## src/rtl/vseg_pkg.sv

```systemverilog
package vseg_pkg;
  typedef enum logic [2:0] {
    SEG_USER  = 3'd0,
    SEG_KDIR  = 3'd1,
    SEG_KUNC  = 3'd2,
    SEG_SUPM  = 3'd3,
    SEG_KMAP  = 3'd4
  } seg_e;

  localparam int NUM_SEG = 5;

  typedef enum logic [1:0] {
    PRIV_KERN = 2'd0,
    PRIV_SUP  = 2'd1,
    PRIV_USER = 2'd2
  } priv_e;

  // Permission table: bit p set when privilege p may enter the segment.
  function automatic logic [2:0] seg_allow(input int s);
    case (s)
      0:       return 3'b111;
      3:       return 3'b011;
      default: return 3'b001;
    endcase
  endfunction
endpackage

```

## src/rtl/vseg_classify.sv

```systemverilog
module vseg_classify
  import vseg_pkg::*;
#(
  parameter int ADDR_W = 32,
  localparam int OFF_W = ADDR_W - 3
) (
  input  logic [ADDR_W-1:0] vaddr,
  output seg_e              seg,
  output logic [OFF_W-1:0]  win_off,
  output logic              direct,
  output logic              cacheable
);
  logic [2:0] top;
  assign top     = vaddr[ADDR_W-1 -: 3];
  assign win_off = vaddr[OFF_W-1:0];

  always_comb begin
    seg       = SEG_USER;
    direct    = 1'b0;
    cacheable = 1'b0;
    case (top)
      3'b100: begin seg = SEG_KDIR; direct = 1'b1; cacheable = 1'b1; end
      3'b101: begin seg = SEG_KUNC; direct = 1'b1; end
      3'b110: seg = SEG_SUPM;
      3'b111: seg = SEG_KMAP;
      default: seg = SEG_USER;
    endcase
  end
endmodule

```

## src/rtl/vseg_priv.sv

```systemverilog
module vseg_priv
  import vseg_pkg::*;
(
  input  logic [1:0] mode,
  input  logic       exl,
  input  logic       erl,
  output priv_e      priv
);
  always_comb begin
    if (exl || erl)          priv = PRIV_KERN;
    else if (mode == 2'b00)  priv = PRIV_KERN;
    else if (mode == 2'b01)  priv = PRIV_SUP;
    else                     priv = PRIV_USER;
  end
endmodule

```

## src/rtl/vseg_access.sv

```systemverilog
module vseg_access
  import vseg_pkg::*;
(
  input  seg_e  seg,
  input  priv_e priv,
  output logic  allowed
);
  logic [NUM_SEG-1:0] hit;

  for (genvar s = 0; s < NUM_SEG; s++) begin : g_seg
    localparam logic [2:0] ALLOW = seg_allow(s);
    assign hit[s] = (seg == seg_e'(s)) && ALLOW[priv];
  end

  assign allowed = |hit;
endmodule

```

## src/rtl/vseg_decode.sv

```systemverilog
module vseg_decode
  import vseg_pkg::*;
#(
  parameter int ADDR_W = 32,
  parameter int EXC_W = 5,
  parameter int LOAD_CODE = 4,
  parameter int STORE_CODE = 5
) (
  input  logic              clk,
  input  logic              rst,
  input  logic              req_valid,
  input  logic [ADDR_W-1:0] req_vaddr,
  input  logic              req_store,
  input  logic [1:0]        req_mode,
  input  logic              req_exl,
  input  logic              req_erl,
  output logic              rsp_valid,
  output logic [ADDR_W-1:0] rsp_paddr,
  output logic [2:0]        rsp_seg,
  output logic              rsp_mapped,
  output logic              rsp_cached,
  output logic              rsp_fault,
  output logic [EXC_W-1:0]  rsp_exc_code
);
  localparam int OFF_W = ADDR_W - 3;

  seg_e             seg;
  logic [OFF_W-1:0] win_off;
  logic             direct, cacheable, allowed;
  priv_e            priv;

  vseg_classify #(.ADDR_W(ADDR_W)) u_cls (
    .vaddr(req_vaddr), .seg(seg), .win_off(win_off),
    .direct(direct), .cacheable(cacheable)
  );

  vseg_priv u_priv (
    .mode(req_mode), .exl(req_exl), .erl(req_erl), .priv(priv)
  );

  vseg_access u_acc (.seg(seg), .priv(priv), .allowed(allowed));

  logic              n_fault, n_mapped, n_cached;
  logic [ADDR_W-1:0] n_paddr;
  logic [EXC_W-1:0]  n_code;

  always_comb begin
    n_fault  = req_valid && !allowed;
    n_mapped = req_valid && allowed && !direct;
    n_cached = req_valid && allowed && direct && cacheable;
    n_paddr  = '0;
    n_code   = '0;
    if (req_valid && allowed && direct) n_paddr = {3'b000, win_off};
    if (n_fault) n_code = req_store ? EXC_W'(STORE_CODE) : EXC_W'(LOAD_CODE);
  end

  always_ff @(posedge clk) begin
    if (rst) begin
      rsp_valid    <= 1'b0;
      rsp_paddr    <= '0;
      rsp_seg      <= '0;
      rsp_mapped   <= 1'b0;
      rsp_cached   <= 1'b0;
      rsp_fault    <= 1'b0;
      rsp_exc_code <= '0;
    end else begin
      rsp_valid    <= req_valid;
      rsp_paddr    <= n_paddr;
      rsp_seg      <= req_valid ? seg : 3'd0;
      rsp_mapped   <= n_mapped;
      rsp_cached   <= n_cached;
      rsp_fault    <= n_fault;
      rsp_exc_code <= n_code;
    end
  end
endmodule

```

## config.mk

```make
export PLATFORM = sky130hd
export DESIGN_NAME = vseg_decode
export DESIGN_NICKNAME = d
export VERILOG_FILES = /design/src/rtl/vseg_pkg.sv /design/src/rtl/vseg_classify.sv /design/src/rtl/vseg_priv.sv /design/src/rtl/vseg_access.sv /design/src/rtl/vseg_decode.sv
export SDC_FILE = /design/constraint.sdc
export NUM_CORES = 1
export LEC_CHECK = 0
export ABC_AREA = 1
export BUFFER_PORTS_ARGS = -buffer_cell sky130_fd_sc_hd__buf_2
export CORE_MARGIN = 2
export CORE_UTILIZATION = 28
export DETAILED_ROUTE_END_ITERATION = 7
export SLEW_MARGIN = 20
export SYNTH_ARGS = -nofsm -noshare
export SYNTH_HDL_FRONTEND = slang
export SYNTH_HIERARCHICAL = 1
export SYNTH_SLANG_ARGS = --single-unit
```

## constraint.sdc

```tcl
create_clock -name clk -period 2.27 [get_ports clk]
set_input_delay 0.454 -clock clk [delete_from_list [all_inputs] [get_ports clk]]
set_output_delay 0.454 -clock clk [all_outputs]
set_load 0.1 [all_outputs]
```

==> impl_metrics.ini, run 1 <==
[status]
status = complete, no violations

[final_layout]
drive_above_1_share_pct = 50.0
antenna_cells = 0
fin_area_sq_um = 1980
nets = 279
area_growth_pct = 16.5

[placed_design]
port_buffers = 77
place_hpwl_um = 2250
gp_congestion = 0.776
post_dp_cell_area_sq_um = 1890

[routing]
routed_wl_um = 2940
first_pass_iters = 4
drtIter0Drc = 41
via_count = 1178
avgViaCountPerCell = 3.74
postRouteAntennaNets = 0
wire_per_inst_um = 9.35
remaining_drc_errors = 0

[power]
power.density_nw_per_um2 = 716
ir_drop_uv = 185
p_total_mw = 1.42
p_leak_nw = 1.09

[timing]
fin_crit_ns = 1.53
fin_setup_tns_ns = 0
max_freq_mhz = 655
hold_viol_final = 0
final.period_utilization_pct = 67.3
slew_headroom_pct = 61.6
rsz0062_at_grt = false
worst_slew_pin_slew_ns = 0.576
finalSetupViolations = 0
finalMaxSlewViolations = 0

[worst_setup_path]
cp.required_ns = 2.47
crit_path_frequent_cell = nand2_1
critPathMaxStageDelay_ns = 0.22
crit_family = simple AND/OR/NAND/NOR gates
crit_chain = buf_2 > inv_1 > nand3_1 > nand2_1 > nand2_1 > nand2_1 > nand2_1 > nand2_1 > nand2_1 > nand2_1 > nand2_2 > buf_4 > nor3_2
path_max_fanout = 17
arrival_ns = 1.73
cp_num_buf_inv = 3
worst_path_max_delay_cell = buf_4
critPathLaunchType = primary input
criticalPathCategory = primary input to flip-flop
end_kind = flip-flop

[clock_network]
ctsResizeCount = 0
cts_setup_buffers = 0
clock-root-buffer = clkbuf_8
cts_tree = done
clk_pin_slew_ns = 0.07
holdBufCountCts = 0
cts_buffers = 5
htreeDepth = 2
cts.sinks = 38
clock_path_buffers = 2

[synth]
syn_area_sq_um = 1700
synthTopCellsByArea = dfxtp_1 45%, nor3_2 18%, buf_4 16%
yosysSeqAreaShare_pct = 44.7
synth.ff_latch_count = 38
avgSynthCellArea_sq_um = 9.00
synth_most_common_cell = inv_1
async_reset_ff_share_pct = 0
synth_common_cells = 44 x inv_1, 38 x dfxtp_1, 37 x buf_4, 30 x nor3_2, 16 x nand2_1
yosys.area.top_type = dfxtp_1
synth_cells = 189
yosysWarnings = 6
synth_cell_types = 14
synth-main-ff-cell = dfxtp_1
synth-edff-count = 0
synth_top_area_share_pct = 44.7

[die]
dieArea_sq_um = 6720
fp.dieW_um = 82.0
rows = 28
coreArea_sq_um = 5890
pin_count = 84
initial_core_util_pct = 28.9
dieHeight_um = 82.0

[grt]
grt_pass1_wl_um = 4440
grt_pass1_vias = 1016
grt_max_degree = 38
grtUsageTotal_pct = 8.92
overflow = 0
antenna_found_initial = 0

[run]
cap_violations = 0

[min_path]
hp-class = primary input to flip-flop
-- registers in the layout (all words and copies together) (netlist names) --
register / flops
rsp_mapped: 1
rsp_cached: 1
rsp_paddr: 29
rsp_seg: 3
rsp_fault: 1
rsp_valid: 1
rsp_exc_code: 2
-- layer usage --
layer,up-vias,routed length (um),GRT usage (%)
li1,610,-,-
met1,511,1230,10.7
met2,51,1380,13.9
met3,6,270,3.74
met4,0,63,4.00
met5,-,0,0
-- path summary, 6_finish.rpt --
path  slack [ns]          start                 endpoint  cells after the start
min         0.35            rst    rsp_mapped$_SDFF_PP0_                      2
max         0.74  req_vaddr[29]  rsp_paddr[3]$_SDFF_PP0_                     13
-- report_power, final --
| group | switching (mW) | internal [mW] |
|---|---|---|
| Sequential | 0.00311 | 0.679 |
| Combinational | 0.215 | 0.0537 |
| Clock | 0.225 | 0.245 |
| Total | 0.443 | 0.978 |
-- cells in the final DEF, fill, tap and decap left out --
cell,count
nand2_4,1
buf_2,77
clkinv_2,1
nand2_2,1
conb_1,6
nand2_1,16
nor2_1,11
inv_2,1
buf_4,2
nor3_2,30
clkbuf_8,6
clkbuf_1,1
dfxtp_1,38
nor3_1,2
inv_1,44
nand3_1,2
nor2_2,1
-- cell type report --
type | instances | area [sq um]
fill | 631 | 3900
tap | 75 | 93.8
multi-input combinational | 70 | 468
timing repair buffer | 79 | 400
sequential | 38 | 761
clock buffer | 7 | 86.3
clock inverter | 1 | 5.00
inverter | 45 | 169
-- cell families after synthesis --
family | after synthesis | share of synthesized area (%)
buffers and inverters | 86 | 28.9
DFF | 38 | 44.7
other | 1 | 0.220
and+or+nand+nor | 64 | 26.2
-- metrics by stage --
step | instances | hold WS (ns) | setup slack [ns] | util, %
final | 315 | 0.349 | 0.743 | 33.7
after detailed placement | 307 | 0.645 | 0.413 | 32.1
after CTS | 315 | 0.339 | 0.708 | 33.7
after floorplan | 194 | 0.531 | 0.781 | -
after global placement | 307 | 0.648 | 0.519 | 32.1
after global routing | 315 | 0.330 | 0.502 | 33.7
Power figures use the tool's default switching activity.
==> run 2, diff against run 1 <==
- ABC_AREA: 1 -> 0
- clock period: 2.27 -> 1.3 ns (I/O delays scaled with it)
==> impl_metrics.ini, run 2 <==
[timing]
setup_ws_ns = -0.115
hold_viol_final = 0
finalSetupViolations = 31
max_freq_mhz = 707
fin_crit_ns = 1.41
finalMaxSlewViolations = 0
final.period_utilization_pct = 109
rsz0062_at_grt = true

[clock_network]
htreeDepth = 2
clk_pin_slew_ns = 0.07
cts.sinks = 38
cts_buffers = 5
clock-root-buffer = clkbuf_8
clock_path_buffers = 2
cts_tree = done
holdBufCountCts = 0

[final_layout]
fin_area_sq_um = 2110
drive_above_1_share_pct = 61.6
nets = 225
largest_reg_flops = 29
mostFrequentLayoutCells = 43 x buf_2, 38 x dfxtp_1, 22 x and2_4
largest-register = rsp_paddr
top_regs = rsp_paddr: 29 flops, rsp_seg: 3 flops, rsp_exc_code: 2 flops
area_growth_pct = 46.4
fill_cells = 504
antenna_cells = 0
final_common_cell = buf_2

[die]
coreArea_sq_um = 5040
initial_core_util_pct = 28.6
rows = 26
fp.dieW_um = 75.8
pin_count = 84
dieArea_sq_um = 5740
dieHeight_um = 75.8

[worst_setup_path]
arrival_ns = 1.64
end_kind = flip-flop
cp.required_ns = 1.53
criticalPathCategory = primary input to flip-flop
path_max_fanout = 14
critPathLaunchType = primary input

[placed_design]
gp_congestion = 0.693
post_dp_cell_area_sq_um = 1970
place_hpwl_um = 1860
port_buffers = 77

[power]
power.density_nw_per_um2 = 1130
p_total_mw = 2.38
p_leak_nw = 0.989
ir_drop_uv = 345

[status]
status = finished, violations left
failed_checks = negative setup slack

[synth]
yosysSeqAreaShare_pct = 52.7
synth.ff_latch_count = 38
synth_cells = 129
synth_most_common_cell = dfxtp_1
yosys.area.top_type = dfxtp_1
synth_cell_types = 20
synth-main-ff-cell = dfxtp_1
synth_top_area_share_pct = 52.7
avgSynthCellArea_sq_um = 11.2
yosysWarnings = 6
syn_area_sq_um = 1440
async_reset_ff_share_pct = 0
synth_common_cells = 38 x dfxtp_1, 35 x buf_4, 20 x and2_2, 15 x and2_1
synthTopCellsByArea = dfxtp_1 53%, buf_4 18%, and2_2 10%
synth-edff-count = 0

[min_path]
hp-class = primary input to flip-flop
whs_path_depth = 2

[routing]
first_pass_iters = 2
drtIter0Drc = 21
postRouteAntennaNets = 0
via_count = 928
remaining_drc_errors = 0
wire_per_inst_um = 9.51
routed_wl_um = 2430
avgViaCountPerCell = 3.64

[grt]
grt_pass1_vias = 828
grt_pass1_wl_um = 3560
antenna_found_initial = 0
grtUsageTotal_pct = 8.76
overflow = 0
grt_max_degree = 17

[run]
cap_violations = 0
## run 2: changes by cell type after synthesis, moves of 2 or more
cell / change
nand3_1: -2
nand2_1: -15
nor3b_1: +3
and2_2: +20
nor2_1: -11
inv_1: -44
buf_4: -2
xor2_1: +2
and2_1: +15
nor3_2: -30
## run 2: final timing paths
| kind | from | end |
|---|---|---|
| worst max-delay path | req_mode[1] | rsp_paddr[6]$_SDFF_PP0_ |
| worst min-delay path | req_vaddr[17] | rsp_paddr[17]$_SDFF_PP0_ |
## run 2: per-layer routing
metal	vias to the layer above	share of wire [%]	track usage (%)
li1	468	-	-
met1	401	36	8.37
met2	51	52	14.8
met3	8	9.7	4.37
met4	0	2.7	5.85
met5	-	0	0
## run 2: power breakdown
part / internal [mW] / switching, mW
combinational: 0.148 / 0.302
clock: 0.369 / 0.362
sequential: 1.19 / 0.0115
total: 1.70 / 0.676
## run 2: cells by family after synthesis
family / synth area share (%)
compound gates: 1.13
other cells: 0.260
simple gates: 24.1
xor+xnor: 1.21
flops: 52.7
buf+inv: 20.6
## run 2: final cells by class
| cell class | instances | area (sq um) | share of cell area, % |
|---|---|---|---|
| Multi-Input combinational cell | 58 | 447 | 21.1 |
| Timing Repair Buffer | 82 | 741 | 35.1 |
| Sequential cell | 38 | 761 | 36.0 |
| Tap cell | 70 | 87.6 | 4.15 |
| Clock buffer | 7 | 76.3 | 3.61 |
## run 2: worst max-delay path, cell delays in order
cell	delay [ns]
buf_2	0.11
nor3b_1	0.15
a2111oi_1	0.40
or2_1	0.17
and4b_4	0.28
buf_12	0.14
and2_4	0.13
## run 2: stage by stage
stage | util, % | hold slack, ns | instances | setup slack [ns] | setup TNS [ns]
after floorplan | - | 0.336 | 134 | -0.280 | -8.30
after global placement | 39.0 | 0.463 | 248 | -0.460 | -14.13
after detailed placement | 39.0 | 0.466 | 248 | -0.486 | -14.70
after CTS | 41.0 | 0.171 | 255 | -0.113 | -3.23
after global routing | 41.9 | 0.171 | 255 | -0.177 | -5.09
final | 41.9 | 0.182 | 255 | -0.115 | -3.23
## run 2: repair_timing
action / 4_1_cts / 5_1_grt
resized for setup: 5 / 18
cloned: 0 / 0
setup endpoints to repair: 32 / 47
buffers inserted: 0 / 0
pin swaps: 2 / 0
